### src/rtl/lbr_pkg.sv
package lbr_pkg;
  typedef enum logic [1:0] {
    LB_IDLE = 2'd0,
    LB_FILL = 2'd1,
    LB_PLAY = 2'd2
  } lb_mode_e;
endpackage

### src/rtl/lbr_capture.sv
module lbr_capture
  import lbr_pkg::*;
#(
  parameter int DEPTH = 18,
  parameter int MAXTK = 4,
  parameter int PCW   = 32,
  localparam int IW   = $clog2(DEPTH + 1),
  localparam int TW   = $clog2(MAXTK + 1)
) (
  input  logic           clk,
  input  logic           rst_n,
  input  logic           flush,
  input  logic           acc,
  input  logic [PCW-1:0] in_pc,
  input  logic           in_taken,
  input  logic [PCW-1:0] in_target,
  output lb_mode_e       mode,
  output logic           wr_en,
  output logic [IW-1:0]  wr_idx,
  output logic [IW-1:0]  body_len
);
  logic [PCW-1:0] anchor_pc, head_pc;
  logic [IW-1:0]  fill_cnt;
  logic [TW-1:0]  tk_cnt;
  logic           backward, closes, slot_ok;
  logic [TW-1:0]  tk_next;

  assign backward = in_taken && (in_target <= in_pc);
  assign closes   = in_taken && (in_pc == anchor_pc) && (in_target == head_pc);
  assign tk_next  = tk_cnt + TW'(1);
  assign slot_ok  = (fill_cnt < IW'(DEPTH)) && ((fill_cnt != '0) || (in_pc == head_pc));
  assign wr_en    = (mode == LB_FILL) && acc && !flush && slot_ok;
  assign wr_idx   = fill_cnt;

  always_ff @(posedge clk) begin
    if (!rst_n) begin
      mode      <= LB_IDLE;
      anchor_pc <= '0;
      head_pc   <= '0;
      fill_cnt  <= '0;
      tk_cnt    <= '0;
      body_len  <= '0;
    end else if (flush) begin
      mode     <= LB_IDLE;
      fill_cnt <= '0;
      tk_cnt   <= '0;
    end else begin
      unique case (mode)
        LB_IDLE: if (acc && backward) begin
          anchor_pc <= in_pc;
          head_pc   <= in_target;
          fill_cnt  <= '0;
          tk_cnt    <= '0;
          mode      <= LB_FILL;
        end
        LB_FILL: if (acc) begin
          if (!slot_ok) begin
            mode <= LB_IDLE;
          end else if (closes) begin
            body_len <= fill_cnt + IW'(1);
            mode     <= LB_PLAY;
          end else if (in_taken && (tk_next >= TW'(MAXTK))) begin
            mode <= LB_IDLE;
          end else begin
            fill_cnt <= fill_cnt + IW'(1);
            if (in_taken) tk_cnt <= tk_next;
          end
        end
        default: ;
      endcase
    end
  end

  // any flush leaves the recorder idle on the following cycle
  assert_flush_idle_R8: assert property (@(posedge clk) disable iff (!rst_n)
    flush |=> (mode == LB_IDLE));
  // a replayed body is never empty and never longer than the storage
  assert_len_bound_R6: assert property (@(posedge clk) disable iff (!rst_n)
    (mode == LB_PLAY) |-> (body_len != '0) && (body_len <= IW'(DEPTH)));
  // recording never holds as many non-closing taken ops as the limit
  assert_tk_bound_R7: assert property (@(posedge clk) disable iff (!rst_n)
    (mode == LB_FILL) |-> (tk_cnt < TW'(MAXTK)));
endmodule

### src/rtl/lbr_store.sv
module lbr_store #(
  parameter int DEPTH = 18,
  parameter int LANES = 4,
  parameter int OPW   = 32,
  parameter int PCW   = 32,
  localparam int IW   = $clog2(DEPTH + 1)
) (
  input  logic                 clk,
  input  logic                 wr_en,
  input  logic [IW-1:0]        wr_idx,
  input  logic [OPW-1:0]       wr_op,
  input  logic [PCW-1:0]       wr_pc,
  input  logic [LANES*IW-1:0]  rd_idx,
  output logic [LANES*OPW-1:0] rd_op,
  output logic [LANES*PCW-1:0] rd_pc
);
  logic [OPW-1:0] op_mem [DEPTH];
  logic [PCW-1:0] pc_mem [DEPTH];

  always_ff @(posedge clk) begin
    if (wr_en) begin
      op_mem[wr_idx] <= wr_op;
      pc_mem[wr_idx] <= wr_pc;
    end
  end

  for (genvar g = 0; g < LANES; g++) begin : g_port
    assign rd_op[g*OPW +: OPW] = op_mem[rd_idx[g*IW +: IW]];
    assign rd_pc[g*PCW +: PCW] = pc_mem[rd_idx[g*IW +: IW]];
  end
endmodule

### src/rtl/lbr_reader.sv
module lbr_reader #(
  parameter int DEPTH = 18,
  parameter int LANES = 4,
  localparam int IW   = $clog2(DEPTH + 1)
) (
  input  logic                clk,
  input  logic                rst_n,
  input  logic                play,
  input  logic                advance,
  input  logic [IW-1:0]       body_len,
  output logic [LANES*IW-1:0] lane_idx
);
  logic [IW-1:0] rd_pos, nxt_pos;

  always_comb begin
    logic [IW-1:0] walk;
    walk = rd_pos;
    for (int i = 0; i < LANES; i++) begin
      lane_idx[i*IW +: IW] = walk;
      walk = (walk + IW'(1) == body_len) ? '0 : walk + IW'(1);
    end
    nxt_pos = walk;
  end

  always_ff @(posedge clk) begin
    if (!rst_n || !play) rd_pos <= '0;
    else if (advance)    rd_pos <= nxt_pos;
  end

  // the read position always lies inside the recorded body
  assert_pos_in_body_R4: assert property (@(posedge clk) disable iff (!rst_n)
    play |-> (rd_pos < body_len));
  // without an accepted group the position does not move
  assert_pos_hold_R5: assert property (@(posedge clk) disable iff (!rst_n)
    (play && !advance) |=> (rd_pos == $past(rd_pos)) || !play);
endmodule

### src/rtl/loop_replay_buf.sv
module loop_replay_buf
  import lbr_pkg::*;
#(
  parameter int DEPTH = 18,
  parameter int LANES = 4,
  parameter int MAXTK = 4,
  parameter int OPW   = 32,
  parameter int PCW   = 32,
  localparam int IW   = $clog2(DEPTH + 1),
  localparam int CW   = $clog2(LANES + 1)
) (
  input  logic                 clk,
  input  logic                 rst_n,
  input  logic                 in_valid,
  output logic                 in_ready,
  input  logic [OPW-1:0]       in_op,
  input  logic [PCW-1:0]       in_pc,
  input  logic                 in_taken,
  input  logic [PCW-1:0]       in_target,
  input  logic                 mispredict,
  input  logic                 redirect,
  output logic                 out_valid,
  input  logic                 out_ready,
  output logic [CW-1:0]        out_cnt,
  output logic [LANES*OPW-1:0] out_ops,
  output logic [LANES*PCW-1:0] out_pcs,
  output logic                 out_streaming
);
  lb_mode_e               mode;
  logic                   flush, play, acc, wr_en;
  logic [IW-1:0]          wr_idx, body_len;
  logic [LANES*IW-1:0]    lane_idx;
  logic [LANES*OPW-1:0]   rd_op;
  logic [LANES*PCW-1:0]   rd_pc;

  assign flush = mispredict | redirect;
  assign play  = (mode == LB_PLAY);
  assign in_ready = !play && out_ready;
  assign acc   = in_valid && in_ready;

  lbr_capture #(.DEPTH(DEPTH), .MAXTK(MAXTK), .PCW(PCW)) u_cap (
    .clk(clk), .rst_n(rst_n), .flush(flush), .acc(acc),
    .in_pc(in_pc), .in_taken(in_taken), .in_target(in_target),
    .mode(mode), .wr_en(wr_en), .wr_idx(wr_idx), .body_len(body_len)
  );

  lbr_store #(.DEPTH(DEPTH), .LANES(LANES), .OPW(OPW), .PCW(PCW)) u_mem (
    .clk(clk), .wr_en(wr_en), .wr_idx(wr_idx), .wr_op(in_op), .wr_pc(in_pc),
    .rd_idx(lane_idx), .rd_op(rd_op), .rd_pc(rd_pc)
  );

  lbr_reader #(.DEPTH(DEPTH), .LANES(LANES)) u_rd (
    .clk(clk), .rst_n(rst_n), .play(play),
    .advance(play && out_ready && !flush),
    .body_len(body_len), .lane_idx(lane_idx)
  );

  always_comb begin
    if (play) begin
      out_valid = 1'b1;
      out_cnt   = CW'(LANES);
      out_ops   = rd_op;
      out_pcs   = rd_pc;
    end else begin
      out_valid = in_valid;
      out_cnt   = in_valid ? CW'(1) : '0;
      out_ops   = '0;
      out_pcs   = '0;
      out_ops[OPW-1:0] = in_op;
      out_pcs[PCW-1:0] = in_pc;
    end
  end
  assign out_streaming = play;

  // the upstream stream is stalled during replay
  assert_no_intake_R4: assert property (@(posedge clk) disable iff (!rst_n)
    out_streaming |-> !in_ready);
  // a stalled replay group is re-presented unchanged
  assert_stall_stable_R5: assert property (@(posedge clk) disable iff (!rst_n)
    (out_streaming && !out_ready && !flush) |=> $stable(out_ops) && $stable(out_pcs));
  // replay can only begin right after an op was accepted
  assert_enter_on_accept_R3: assert property (@(posedge clk) disable iff (!rst_n)
    $rose(out_streaming) |-> $past(acc));
  // lane count never exceeds the group width
  assert_cnt_bound_R2: assert property (@(posedge clk) disable iff (!rst_n)
    out_cnt <= CW'(LANES));
endmodule

### config.mk
export PLATFORM = sky130hd
export DESIGN_NAME = loop_replay_buf
export DESIGN_NICKNAME = d
export VERILOG_FILES = /design/src/rtl/lbr_pkg.sv /design/src/rtl/lbr_capture.sv /design/src/rtl/lbr_store.sv /design/src/rtl/lbr_reader.sv /design/src/rtl/loop_replay_buf.sv
export SDC_FILE = /design/constraint.sdc
export NUM_CORES = 2
export LEC_CHECK = 0
export BUFFER_PORTS_ARGS = -buffer_cell sky130_fd_sc_hd__buf_4
export CELL_PAD_IN_SITES_DETAIL_PLACEMENT = 0
export CELL_PAD_IN_SITES_GLOBAL_PLACEMENT = 2
export CORE_MARGIN = 3
export CORE_UTILIZATION = 41
export CTS_CLUSTER_DIAMETER = 60
export DETAILED_ROUTE_END_ITERATION = 12
export MAX_ROUTING_LAYER = met4
export PLACE_DENSITY_LB_ADDON = 0.1
export SLEW_MARGIN = 10
export SYNTH_ARGS = -nofsm -noshare
export SYNTH_HDL_FRONTEND = slang
export SYNTH_SLANG_ARGS = --single-unit
### constraint.sdc
create_clock -name clk -period 12.75 [get_ports clk]
set_input_delay 0 -clock clk [delete_from_list [all_inputs] [get_ports clk]]
set_output_delay 0 -clock clk [all_outputs]
set_load 0.01 [all_outputs]
Word-level counts from Yosys, hierarchy flattened --
Memories as Yosys holds them, arrays and structs flattened. A register that Yosys moved wholly into a read port is not among the register bits. Index checks and enable logic that the tools add are counted. W data, S select, Z words.
Word-level totals: register bits 84, RAM bits 1152, input bits 103, word-level logic and storage cells 98, memories kept 2
Memories:
- u_mem.op_mem | depth 18, bits a word 32, read ports 4, clocked after Yosys merged registers in 1, wr ports 1, RTL line lbr_store.sv:17 | logic [OPW-1:0] op_mem [DEPTH];
- u_mem.pc_mem | depth 18, bits a word 32, read ports 4, clocked after Yosys merged registers in 1, wr ports 1, RTL line lbr_store.sv:18 | logic [PCW-1:0] pc_mem [DEPTH];
Cells by class: add/subtract/negate cells 6, $lt $le $gt $ge 3, eq/ne operators 16, mux-type cells 34, bitwise logic cells 3, reduce and logical (&&, ||, !) cells 27
Operators by type and width (count):
- $mux W128 | 2
- $eq A32 B32 Y1 | 3
- $mux W5 | 13
- $le A32 B32 Y1 | 1
- $add A5 B1 Y5 const B | 5
- $mux W3 | 7
- $eq A5 B5 Y1 | 4
- $logic_and A1 B1 Y1 | 13
- $mux W2 | 5
- $pmux W5 S2 | 1
- $reduce_and A7 Y1 | 1
- $ne A2 B1 Y1 const B | 3
- $ne A2 B2 Y1 const B | 3
- $pmux W3 S2 | 1
- $reduce_and A6 Y1 | 1
- $lt A5 B5 Y1 const B | 1
- $reduce_and A5 Y1 | 1
- $reduce_bool A5 Y1 | 1
- $mux W1 | 4
- $ne A4 B3 Y1 const B | 1
- $pmux W2 S2 | 1
- $reduce_and A4 Y1 | 1
- $add A3 B1 Y3 const B | 1
- $ge A3 B3 Y1 const B | 1
- other kinds (10) | 14

Logic depth before layout (Yosys ltp) --
word-level depth 14, gate-level depth with buffers 40, gate-level depth less buffers 28

Modules after synthesis --
A second synthesis with hierarchy kept.
Unflattened totals: cells, all modules 6854, area total of the unflattened synthesis 80827.5 µm²
Modules (own cells, without submodules):
- lbr_store | times used 1, cells an instance 5806, area an instance 72064.1 µm², seq. area each 34593.2 µm²
- lbr_capture | times used 1, cells an instance 554, area an instance 5081.1 µm², seq. area each 1581.5 µm²
- loop_replay_buf | times used 1, cells an instance 296, area an instance 2260.9 µm², seq. area each 0.0 µm²
- lbr_reader | times used 1, cells an instance 198, area an instance 1421.4 µm², seq. area each 100.1 µm²

Worst setup path after synthesis --
Ideal clock, no wire load.
kind register to register, start point reg u_rd.rd_pos[1], end point reg with a tool-made name, setup time 0.121 ns, data arrival time 8.975 ns, required time 12.629 ns, slack 3.653 ns, cell stages (with the launch flop) 40, path buffers 13, period minus slack after synthesis 9.097 ns, path through dfxtp_1 ha_1 buf_2 nand3_1 xnor3_1 nand3_1 nand2_1 inv_2 clkbuf_1 clkbuf_1 buf_1 clkbuf_1 buf_1 ha_1 clkbuf_1 nand4b_1 a311o_1 o21ai_1 (+4 left out) clkbuf_1 clkbuf_1 ha_1 nand3_1 nor4_2 xnor2_1 or4b_1 and3_1 clkbuf_1 a211oi_4 nor2_1 clkbuf_1 ha_1 xnor2_1 o21ai_0 a221oi_1 a31oi_1 a32o_1
RTL lines:
- start, declared | RTL line lbr_reader.sv:13 | logic [IW-1:0] rd_pos, nxt_pos;
- start signal, assigned | RTL line lbr_reader.sv:27 | else if (advance) rd_pos <= nxt_pos;

Final worst setup path --
start point reg u_rd.rd_pos[0], end point out out_pcs[127]
Between the ends: word-level cells in the longest chain between the ends 11
RTL lines:
- $add A5 B1 Y5 (*) | RTL line lbr_reader.sv:20 | walk = (walk + IW'(1) == body_len) ? '0 : walk + IW'(1);
- $eq A5 B5 Y1 | RTL line lbr_reader.sv:20
- $mux W5 (*) | RTL line lbr_reader.sv:20
- $add A5 B1 Y5 (*) | RTL line lbr_reader.sv:20
- $eq A5 B5 Y1 | RTL line lbr_reader.sv:20
- $mux W5 (*) | RTL line lbr_reader.sv:20
- $add A5 B1 Y5 (*) | RTL line lbr_reader.sv:20
- $eq A5 B5 Y1 | RTL line lbr_reader.sv:20
- $mux W5 (*) | RTL line lbr_reader.sv:20
- $mem_v2 Z18 W32 (*)
- $mux W128 (*) | RTL line loop_replay_buf.sv:59 | if (play) begin
- end, declared | RTL line loop_replay_buf.sv:26 | output logic [LANES*PCW-1:0] out_pcs,
Every way passes the cells marked *; elsewhere a longest branch is shown, timed or not.

==> out/summary.txt <==
Rel. slew slack = 5.28%
fin crit period = 12.46 ns
CTS HTree Levels = 4
Antenna Nets Post-Route = 0
critical path capture point type = output port
die height = 460 um
Detailed Place HPWL = 234000 um
initial drt markers = 13.0k
most used cell, CP = ha_4
Critical Path RT = 12.75 ns
clk_skew = 0.0307 ns
final hold viol count = 0
Synth cell types = 85
Setup crit end = out_pcs[127]
Min-Delay Path Class = input port to flop
synthesis-to-layout area growth = 13.7%
status = finished clean
worst skew pair latency = 0.83 ns
Primary FF master, synth = edfxtp_1
global-route wire length before repair = 597000 um
CTS Buf Count = 163
post-route non-filler standard cell count = 11.5k
Critical Path Start = u_rd.rd_pos[0]
CORE AREA = 205000 um^2
Static Leakage = 0.0331 uW
cell family with most CP delay = simple AND/OR/NAND/NOR gates
Post-synth ARST share = 0%
Setup CP Type = flop to output port
die width = 460 um
layout cells sized above 1 = 14.8%
Final Cycle Share = 97.7%
xor/xnor share of the synthesized area = 1.22%
Worst path depth = 24
Final Util = 46.9%
post-synth top area cell = edfxtp_1
worst vdd ir = 0.157 mV
PwrDens = 97.2 nW/um^2
simple logic cell fraction of the synthesized area = 15.0%
Worst-path clk slew = 0.06 ns
Cell Area, Synth = 84500 um^2
wire per inst = 37.3 um
gp weighted congestion = 0.909
setup TNS = 0 ns
adder-cell share of the synthesized area = 0.607%
Setup crit start kind = flop
# setup viols final = 0
Worst R2R Setup Slack = 2.17 ns
CTS tree = done
CP bufs+invs = 4
pin count of the biggest net entering global routing = 172
most frequent cell after synthesis = nand2_1
Worst R2R Path Depth = 26
Die ar. = 212000 um^2
Final Max Tran Viols = 0
top post-synthesis cells by count = nand2_1, edfxtp_1, clkbuf_1
row cnt = 166
drt via density = 7.15
grt total ovfl = 0
CP Data Arrival Time = 12.46 ns
Syn Nets = 8859
port bufs = 363
synthesized flop and latch total = 1241
Initial Util = 41.3%
average size of a mapped cell = 9.70 um^2
vias = 82.3k
Fmax = 0.0803 GHz
Global Route Usage Sum = 40.2%
num ports = 365
FF-to-FF Start = u_rd.rd_pos[0]
placed cells = 11.0k
CTS Sinks = 1241
area share of the largest cell type after synthesis = 40.9%
router iterations before antenna repair = 7
clk root buf = clkbuf_16
CP Max Fanout = 140
largest family of logic cells by synthesized area = compound AO/OA/AOI/OAI gates
RSZ-0062 raised after global routing = no
Slowest-stage cell, CP = nor2_4
CP Cell Sequence = ha_4, xor2_1, nor3_2, nand3_4, nand2_4, inv_8, ha_4, xor2_1, or4b_1, o21ai_4, inv_8, ha_4, nand3_1, nor4_2, xnor2_1, or4b_1, nand3_1, o211ai_4, buf_16, and2_4, nor2_4, nor2_1, a211oi_1, buf_4
sequential-to-total area share from yosys stat = 43.0%
Post-synth EDFFs = 1152
Syn Inst Count = 8715
Synth Area in Compound Gates = 20.3%
min-delay src = in_op[0]
Slowest Stage Delay on Critical Path = 1.09 ns
MaxCap Viol Count = 0
Yosys warnings = 0
initial antenna violation count = 17
Slew @ Worst Pin = 1.42 ns
top post-synthesis cells by area = edfxtp_1, mux4_2, nand2_1
mux cell area share after synthesis = 15.2%
# nets final = 8821
Total Routed Length = 429000 um
DRC = 0
vias in the first global route = 77.6k
Clock Path Buffers = 3
metrics by stage:
| stage | total power, uW | cell area, um^2 | hold slack, ns | setup WS [ns] |
|---|---|---|---|---|
| 2_1_floorplan | 4600 | 84500 | 0.0989 | 3.65 |
| 3_3_place_gp | 4750 | 89300 | 0.288 | 1.12 |
| 3_5_place_dp | 4750 | 89300 | 0.289 | 1.06 |
| 4_1_cts | 9370 | 96100 | 0.00852 | 0.173 |
| 5_1_grt | 9550 | 96100 | 0.0778 | 0.00620 |
| 6_report | 9350 | 96100 | 0.0541 | 0.291 |
timing repair:
action	4_1_cts	5_1_grt
hold endpoints to repair	1242	0
buffers inserted	0	1
gates resized for setup	0	2
endpoints found under the setup margin	0	18
hold buffers	156	0
power by group:
group	internal [uW]	switching [uW]
sequential	4440	1.75
clock	2730	1910
combinational	87.8	168
total	7260	2080
logic make-up (layout without fill, tap and decap cells):
| group | count (synthesis) | in the layout |
|---|---|---|
| fa+ha+maj | 41 | 41 |
| xor+xnor | 109 | 109 |
| mux | 869 | 869 |
| compound gates | 2458 | 2458 |
| flops | 1241 | 1241 |
| other cells | 1 | 18 |
| simple gates | 2987 | 2987 |
| buf+inv | 1009 | 1097 |
flip-flops by register name, summed over array words and instances, names as in the netlist, 3 cells and up, named ones only:
register and count:
u_mem.op_mem 576, u_mem.pc_mem 576, u_cap.anchor_pc 32, u_cap.head_pc 32, u_cap.body_len 5, u_cap.wr_idx 5
u_rd.rd_pos 5, u_cap.tk_cnt 3
routing by layer:
layer / GRT usage (%) / up-vias / routed length (um)
li1: - / 33600 / -
met1: 51.6 / 41000 / 165000
met2: 59.7 / 6319 / 188000
met3: 9.37 / 1407 / 50600
met4: 20.3 / 0 / 26100
met5: - / - / 0
cell usage in the layout, fill, tap and decap left out, drive strengths merged, types with 13 or more instances in the layout:
master,instances
o211ai,93
xnor2,42
a311o,27
nor2b,68
nand3,290
clkinv,51
a221oi,93
a21o,14
nor3,121
o21a,13
xor2,62
o21ai,445
nand2,1556
o221ai,160
dfxtp,89
inv,106
a211oi,269
ha,41
a221o,113
o211a,32
clkbuf,208
a2bb2oi,126
a32oi,28
dlygate4sd3,156
bufinv,14
a311oi,128
a31oi,280
o311ai,65
mux2,106
mux2i,443
nor2,653
o22ai,88
and3,159
diode,17
mux4,320
edfxtp,1152
buf,552
a21oi,426
nand4,87
nor4,21
layout make-up:
type	instances	area (um^2)
Fill cell	19100	109000
Multi-Input combinational cell	6465	44700
Sequential cell	1241	36400
Timing Repair Buffer	708	5960
Clock buffer	208	4430
Tap cell	2688	3360
Clock inverter	83	811
Inverter	98	400
Antenna cell	17	42.5
worst min-delay path by stage:
stage | to | slack (ns) | depth (start not counted)
2_1_floorplan | u_mem.op_mem[0][0] | 0.1 | 0
3_3_place_gp | out_valid | 0.29 | 3
3_5_place_dp | out_valid | 0.29 | 3
4_1_cts | u_mem.op_mem[9][0] | 0.009 | 2
5_1_grt | u_mem.op_mem[9][0] | 0.08 | 2
6_report | u_mem.op_mem[9][0] | 0.05 | 2
Power figures use the tool's default switching activity.
